[src/rtl/exc_pkg.sv]
package exc_pkg;
    localparam int KIND_W = 3;

    typedef enum logic [KIND_W-1:0] {
        EXC_NONE   = 3'd0,
        EXC_NMI    = 3'd1,
        EXC_FATAL  = 3'd2,
        EXC_BFAULT = 3'd3,
        EXC_IRQ    = 3'd4,
        EXC_BRK    = 3'd5
    } exc_kind_e;
endpackage

[src/rtl/exc_fault_track.sv]
module exc_fault_track #(
    parameter int VEC_W = 8
) (
    input  logic             clk,
    input  logic             rst,
    input  logic             bfault_req,
    input  logic [VEC_W-1:0] bfault_vec,
    input  logic             consume,
    output logic             pend,
    output logic [VEC_W-1:0] pend_vec,
    output logic             fatal,
    output logic             halt
);
    typedef struct packed {
        logic             pend;
        logic [VEC_W-1:0] vec;
        logic             fatal;
    } trk_t;

    trk_t st_d, st_q;
    logic nested;

    always_comb begin
        nested = bfault_req && st_q.pend && !st_q.fatal;
        st_d   = st_q;
        if (!st_q.fatal) begin
            if (nested) begin
                st_d.fatal = 1'b1;
            end else if (bfault_req) begin
                st_d.pend = 1'b1;
                st_d.vec  = bfault_vec;
            end else if (consume) begin
                st_d.pend = 1'b0;
            end
        end
    end

    always_ff @(posedge clk) begin
        if (rst) st_q <= '0;
        else     st_q <= st_d;
    end

    assign pend     = st_q.pend;
    assign pend_vec = st_q.vec;
    assign fatal    = st_q.fatal;
    assign halt     = st_q.fatal || nested;
endmodule

[src/rtl/exc_arbiter.sv]
module exc_arbiter
    import exc_pkg::*;
(
    input  logic      boundary,
    input  logic      halt,
    input  logic      bf_pend,
    input  logic      brk_req,
    input  logic      nmi_ok,
    input  logic      irq_ok,
    output exc_kind_e sel
);
    always_comb begin
        sel = EXC_NONE;
        if (boundary && !halt) begin
            if (bf_pend)      sel = EXC_BFAULT;
            else if (brk_req) sel = EXC_BRK;
            else if (nmi_ok)  sel = EXC_NMI;
            else if (irq_ok)  sel = EXC_IRQ;
        end
    end
endmodule

[src/rtl/exc_entry_ctrl.sv]
module exc_entry_ctrl
    import exc_pkg::*;
#(
    parameter int XLEN    = 32,
    parameter int VEC_W   = 8,
    parameter int I_BIT   = 4,
    parameter int M_BIT   = 30,
    parameter int BRK_LEN = 2
) (
    input  logic              clk,
    input  logic              rst,
    input  logic              boundary,
    input  logic              irq_req,
    input  logic [VEC_W-1:0]  irq_vec,
    input  logic              nmi_req,
    input  logic              bfault_req,
    input  logic [VEC_W-1:0]  bfault_vec,
    input  logic              brk_req,
    input  logic [XLEN-1:0]   pc,
    input  logic [XLEN-1:0]   ccs_in,
    output logic              take,
    output logic [KIND_W-1:0] kind,
    output logic [VEC_W-1:0]  vec,
    output logic              erp_we,
    output logic [XLEN-1:0]   erp_val,
    output logic              nrp_we,
    output logic [XLEN-1:0]   nrp_val,
    output logic              ccs_we,
    output logic [XLEN-1:0]   ccs_out,
    output logic              fatal
);
    localparam logic [XLEN-1:0] M_MASK  = XLEN'(1) << M_BIT;
    localparam logic [XLEN-1:0] BRK_ADV = XLEN'(BRK_LEN);

    typedef struct packed {
        logic              take;
        logic [KIND_W-1:0] kind;
        logic [VEC_W-1:0]  vec;
        logic              erp_we;
        logic [XLEN-1:0]   erp_val;
        logic              nrp_we;
        logic [XLEN-1:0]   nrp_val;
        logic              ccs_we;
        logic [XLEN-1:0]   ccs_out;
    } entry_t;

    entry_t      ent_d, ent_q;
    exc_kind_e   sel;
    logic        bf_pend, halt, consume;
    logic [VEC_W-1:0] bf_vec;

    exc_fault_track #(.VEC_W(VEC_W)) u_track (
        .clk        (clk),
        .rst        (rst),
        .bfault_req (bfault_req),
        .bfault_vec (bfault_vec),
        .consume    (consume),
        .pend       (bf_pend),
        .pend_vec   (bf_vec),
        .fatal      (fatal),
        .halt       (halt)
    );

    exc_arbiter u_arb (
        .boundary (boundary),
        .halt     (halt),
        .bf_pend  (bf_pend),
        .brk_req  (brk_req),
        .nmi_ok   (nmi_req && ccs_in[M_BIT]),
        .irq_ok   (irq_req && ccs_in[I_BIT]),
        .sel      (sel)
    );

    assign consume = (sel == EXC_BFAULT);

    always_comb begin
        ent_d      = '0;
        ent_d.kind = sel;
        ent_d.take = (sel != EXC_NONE);
        if (sel != EXC_NONE) ent_d.ccs_out = ccs_in;
        case (sel)
            EXC_BFAULT: begin
                ent_d.vec     = bf_vec;
                ent_d.erp_we  = 1'b1;
                ent_d.erp_val = pc;
            end
            EXC_BRK: begin
                ent_d.erp_we  = 1'b1;
                ent_d.erp_val = pc + BRK_ADV;
            end
            EXC_NMI: begin
                ent_d.nrp_we  = 1'b1;
                ent_d.nrp_val = pc;
                ent_d.ccs_we  = 1'b1;
                ent_d.ccs_out = ccs_in & ~M_MASK;
            end
            EXC_IRQ: begin
                ent_d.vec     = irq_vec;
                ent_d.erp_we  = 1'b1;
                ent_d.erp_val = pc;
            end
            default: ;
        endcase
    end

    always_ff @(posedge clk) begin
        if (rst) ent_q <= '0;
        else     ent_q <= ent_d;
    end

    assign take    = ent_q.take;
    assign kind    = ent_q.kind;
    assign vec     = ent_q.vec;
    assign erp_we  = ent_q.erp_we;
    assign erp_val = ent_q.erp_val;
    assign nrp_we  = ent_q.nrp_we;
    assign nrp_val = ent_q.nrp_val;
    assign ccs_we  = ent_q.ccs_we;
    assign ccs_out = ent_q.ccs_out;
endmodule

[config.mk]
export PLATFORM = sky130hd
export DESIGN_NAME = exc_entry_ctrl
export DESIGN_NICKNAME = d
export VERILOG_FILES = /design/src/rtl/exc_pkg.sv /design/src/rtl/exc_fault_track.sv /design/src/rtl/exc_arbiter.sv /design/src/rtl/exc_entry_ctrl.sv
export SDC_FILE = /design/constraint.sdc
export NUM_CORES = 1
export LEC_CHECK = 0
export ABC_AREA = 1
export BUFFER_PORTS_ARGS = -buffer_cell sky130_fd_sc_hd__buf_2
export CORE_MARGIN = 3
export CORE_UTILIZATION = 43
export DETAILED_ROUTE_END_ITERATION = 10
export HOLD_SLACK_MARGIN = 0.05
export PLACE_DENSITY = 0.76
export SYNTH_ARGS = -nofsm -noshare
export SYNTH_HDL_FRONTEND = slang
export SYNTH_HIERARCHICAL = 1
export SYNTH_SLANG_ARGS = --single-unit
[constraint.sdc]
create_clock -name clk -period 1.7 [get_ports clk]
set_input_delay 0.34 -clock clk [delete_from_list [all_inputs] [get_ports clk]]
set_output_delay 0.34 -clock clk [all_outputs]
set_load 0.02 [all_outputs]
---- Yosys cells after proc, flatten, opt, wreduce, memory -nomap -nowiden ----
Index checks and enable logic that the tools add are counted.
storage, ports and cells
  register bits after elaboration ......... 121
  memories ................................ 0
  bits in read-only memories .............. 0
  latch bits .............................. 0
  RAM bits ................................ 0
  logic and storage cells ................. 50
cells by class
  multiply operators ...................... 0
  equal/unequal tests ..................... 4
  bitwise operators ....................... 4
  $add $sub $neg .......................... 1
  $lt $le $gt $ge ......................... 0
  reductions and logical operators ........ 15
  mux-type cells .......................... 13
  div/mod/pow operators ................... 0
  shift-type cells ........................ 0
operators by type and width
  kind                     count
  $mux W66                 1
  $pmux W33 S2             1
  $add A32 B2 Y32 const B  1
  $mux W32                 1
  $pmux W8 S2              1
  $mux W3                  5
  $eq A3 B3 Y1 const B     2
  $reduce_and A3 Y1        2
  $logic_and A1 B1 Y1      5
  $mux W1                  4
  $not A1 Y1               4
  $reduce_or A2 Y1         2
  $eq A3 B1 Y1 const B     1
  $eq A3 B2 Y1 const B     1
  $reduce_bool A3 Y1       1
  $reduce_or A3 Y1         1
  $logic_not A1 Y1         2
  $reduce_bool A2 Y1       1
  $logic_or A1 B1 Y1       1

---- Depth between registers and ports, before layout ----
  word-level depth ........................ 9
  gate-level depth with buffers ........... 12
  depth with buffers taken out ............ 12

---- By module ----
The synthesis kept the hierarchy.
by module, submodules not included
  module           sequential area each (um^2)  instances  area each (um^2)  cells each
  exc_entry_ctrl   2202.1                       1          4201.5            561
  exc_fault_track  200.2                        1          410.4             60
  exc_arbiter      0.0                          1          41.3              10

---- Least setup slack after synthesis ----
OpenSTA, ideal clock, no wires.
  kind .................................... flip-flop to flip-flop
  start point ............................. register u_track.st_q (netlist bit u_track/fatal)
  end point ............................... register ent_q (netlist bit erp_val[7])
  stages on the path, launching flop included .. 11
  required time ........................... 1.605 ns
  data arrival time ....................... 1.615 ns
  setup slack ............................. -0.010 ns
  path through ............................ dfxtp_1 -> inv_1 -> nand2_1 -> inv_1 -> nand2_1 -> a21oi_1 -> nand3_2 -> inv_2 -> buf_2 -> o21ai_0 -> a221oi_1
RTL lines
  item                      RTL line               text
  start: declaration        exc_fault_track.sv:20  trk_t st_d, st_q;
  start signal: assignment  exc_fault_track.sv:40  else st_q <= st_d;
  end signal: assignment    exc_entry_ctrl.sv:108  else ent_q <= ent_d;
  end: declaration          exc_entry_ctrl.sv:47   entry_t ent_d, ent_q;

==> qor.tcl <==
set qor(netlist.top_cell.by_area) {dfxtp_1}
set qor(internal_power_w) 0.00536
set qor(fp.dieH_um) 110
set qor(synth_cell_types) 33
set qor(sequential_share_of_power_pct) 40.6
set qor(worst_ep_required_time_ps) 2100
set qor(crit_fanout) 10
set qor(min_period_ps) 1710
set qor(tritoncts) {built}
set qor(final_hold_viol_count) 0
set qor(worst_path_max_delay_cell) {dfxtp_2}
set qor(critPathArrivalTime_ps) 2100
set qor(peak_ir_drop_on_the_vdd_network_uv) 637
set qor(grt_first_pass_wirelength_um) 22800
set qor(track_usage_pct) 24.3
set qor(ys_seq_elements) 120
set qor(first_global_vias) 4841
set qor(netlist_area_mm2) 0.00465
set qor(drt_iter0_markers) 328
set qor(die_width_um) 110
set qor(floorplan.initialDensity_pct) 44.7
set qor(number_of_detailed_routing_iterations_run_before_antenna_repair) 5
set qor(wire_per_inst_um) 14.2
set qor(max-slew-margin-rel_pct) 75.6
set qor(power.net_switching_w) 0.00203
set qor(grt_setup_unrepaired) {true}
set qor(power_switching_share_pct) 27.5
set qor(post-route-worst-setup-slack_ps) -6.85
set qor(wirelength_um) 15000
set qor(grt_antenna_before_repair) 1
set qor(detail_route.drc_violations) 0
set qor(floorplan.die_area_mm2) 0.0121
set qor(setup_viol) 1
set qor(synth_cells) 631
set qor(synth-seq-area-share_pct) 51.6
set qor(floorplan.io_pins) 199
set qor(pwr-share-comb_pct) 14.6
set qor(violations) {negative setup slack}
set qor(drive_above_1_share_pct) 35.3
set qor(crit_path_max_incr_delay_ps) 340
set qor(placement_row_count) 37
set qor(via_per_inst) 4.76
set qor(crit-reg2reg-launch) {u_track/pend}
set qor(run_status) {finished with violations}
set qor(crit_path_start_kind) {flop}
set qor(synthesis.area_per_instance_um2) 7.37
set qor(dp_hpwl_um) 10500
set qor(timing.clock.skew_ps) 6.34
set qor(h-tree-depth) 4
set qor(setup_slack_after_placement_ps) -163
set qor(final_max_slew_viol_count) 0
set qor(timing.final.crit_share_pct) 100
set qor(cellPowerDensity_mw_per_mm2) 1040
set qor(cts_made_buffers) 17
set qor(fmax_mhz) 586
set qor(final_util_pct) 68.3
set qor(hold_path.class) {in -> reg}
set qor(path_clk_slew_ps) 60
set qor(max-cap-violations) 0
set qor(area.growth.synth_to_final_pct) 53.0
set qor(clock_share_of_power_pct) 44.7
set qor(setup-tns-final_ps) -6.85
set qor(grt_start_max_net_pins) 39
set qor(timing.setup.critical_path_class) {reg -> reg}
set qor(gp_routability_congestion) 0.909
set qor(timing_worst_slew_pin_value_ps) 366
set qor(grt.overflow.total) 0
set qor(vias) 5022
set qor(insertion_delay_to_the_later_sink_of_the_worst_skew_pair_ps) 510
set qor(fin_nets) 992
set qor(critical_path.endpoint_type) {flop}
set qor(worstPathCellList) {inv_1 > nand3_2 > nor2_4 > inv_2 > nand3_4 > nand2_4 > buf_12 > o211ai_1 > a21oi_1}
set qor(yosys-top-cells-area) {dfxtp_1 52%, nand2_1 12%, nor2_1 9.8%}
set qor(number_of_warnings_printed_during_yosys_synthesis) 6
set qor(ctsLongestPathBuffers) 2
set qor(buffer_ports.inserted) 198
set qor(worst_setup_path_startpoint) {u_track/pend}
set qor(power_w) 0.00739
set qor(cts.root.buffer_cell) {clkbuf_8}
set qor(clock_sinks) 120
set qor(antenna_violating_nets_post_route) 0
set qor(floorplan.core_area_mm2) 0.0104
set qor(hold_path.startpoint) {pc[0]}
set qor(leakage_nw) 3.71
set qor(synth_top_area_share_pct) 51.6
set qor(syn_nets) 719
## critical path, delay by kind of cell (launching register included)
family | cells | cell delay [ps]
AND/OR/NAND/NOR | 4 | 530
AO/OA/AOI/OAI | 2 | 300
flip-flops | 1 | 340
buffers and inverters | 3 | 420
## through the flow
step / instance area (µm²) / instances / hold slack, ps
after global routing: 7120 / 1054 / 58.4
after global placement: 6000 / 977 / 450
after CTS: 6960 / 1048 / 51.1
final: 7120 / 1054 / 74.3
after floorplan: 4660 / 631 / 409
after detailed placement: 6000 / 977 / 450
## kinds of logic (layout without fill, tap and decap cells)
kind of cell | count (synthesis) | count (layout) | share of synthesized area [%]
and+or+nand+nor | 330 | 330 | 30.5
DFF | 120 | 120 | 51.6
adders and majority gates | 1 | 1 | 0.269
AOI/OAI and AO/OA | 63 | 63 | 7.66
buffers and inverters | 117 | 403 | 9.92
other | 0 | 1 | 0
## power groups by stage
stage	registers, W	clock network [W]	logic [W]
2_1_floorplan	0.00322	0	0.000347
3_3_place_gp	0.00306	0	0.000912
3_5_place_dp	0.00306	0	0.000924
4_1_cts	0.00300	0.00335	0.00101
5_1_grt	0.00302	0.00351	0.00119
6_report	0.00300	0.00331	0.00108
## state kept, by name (all words and copies together), names as in the netlist
name	count
erp_val	32
take	1
erp_we	1
nrp_val	32
u_track/fatal	1
u_track/pend	1
u_track/pend_vec	8
nrp_we	1
ccs_out	32
vec	8
kind	3
## area by class of cell
| type | instances | area [µm²] |
|---|---|---|
| sequential | 120 | 2400 |
| clock buffer | 18 | 428 |
| clock inverter | 14 | 125 |
| tap | 136 | 170 |
| multi-input combinational | 394 | 1890 |
| antenna | 1 | 2.50 |
| fill | 896 | 3300 |
| timing repair buffer | 271 | 1720 |
| inverter | 100 | 380 |
## final timing paths
check / to / slack [ps] / cells after the start
worst max register to register: erp_val[10] / -7 / 9
worst min-delay path: nrp_val[0] / 70 / 3
worst max-delay path: erp_val[10] / -7 / 9
worst min register to register: vec[4] / 470 / 2
## timing repair
action / in CTS / in global routing
pin swaps: 1 / 7
cloned: 0 / 1
hold buffers: 39 / 0
setup buffers: 0 / 4
endpoints found under the setup margin: 5 / 84
resized for setup: 4 / 30
hold endpoints to repair: 39 / 0
## synth_stat cells, drive strengths merged
cell type,n
nand2,155
nor2,135
dfxtp,120
inv,99
a21oi,40
nand3,34
o21ai,13
buf,12
clkbuf,5
nand4,3
a211oi,2
a221oi,2
a22oi,2
nor3,2
a31oi,1
and2,1
clkinv,1
ha,1
o211ai,1
o21bai,1
o221a,1
## per-layer routing
| metal | routed length, µm | global-route usage [%] |
|---|---|---|
| met5 | 0 | 0 |
| met4 | 425 | 10.7 |
| met2 | 7730 | 41.5 |
| met1 | 5750 | 29.1 |
| met3 | 1060 | 5.82 |
## cells in the final DEF, fill, tap and decap left out, drive strengths merged, types with 13 or more instances in the layout
cell	Yosys	final
buf	12	231
nand2	155	155
nor2	135	135
dfxtp	120	120
inv	99	101
a21oi	40	40
dlygate4sd3	0	39
nand3	34	34
clkbuf	5	19
o21ai	13	13
No activity file was read; power rests on OpenSTA's default activity.
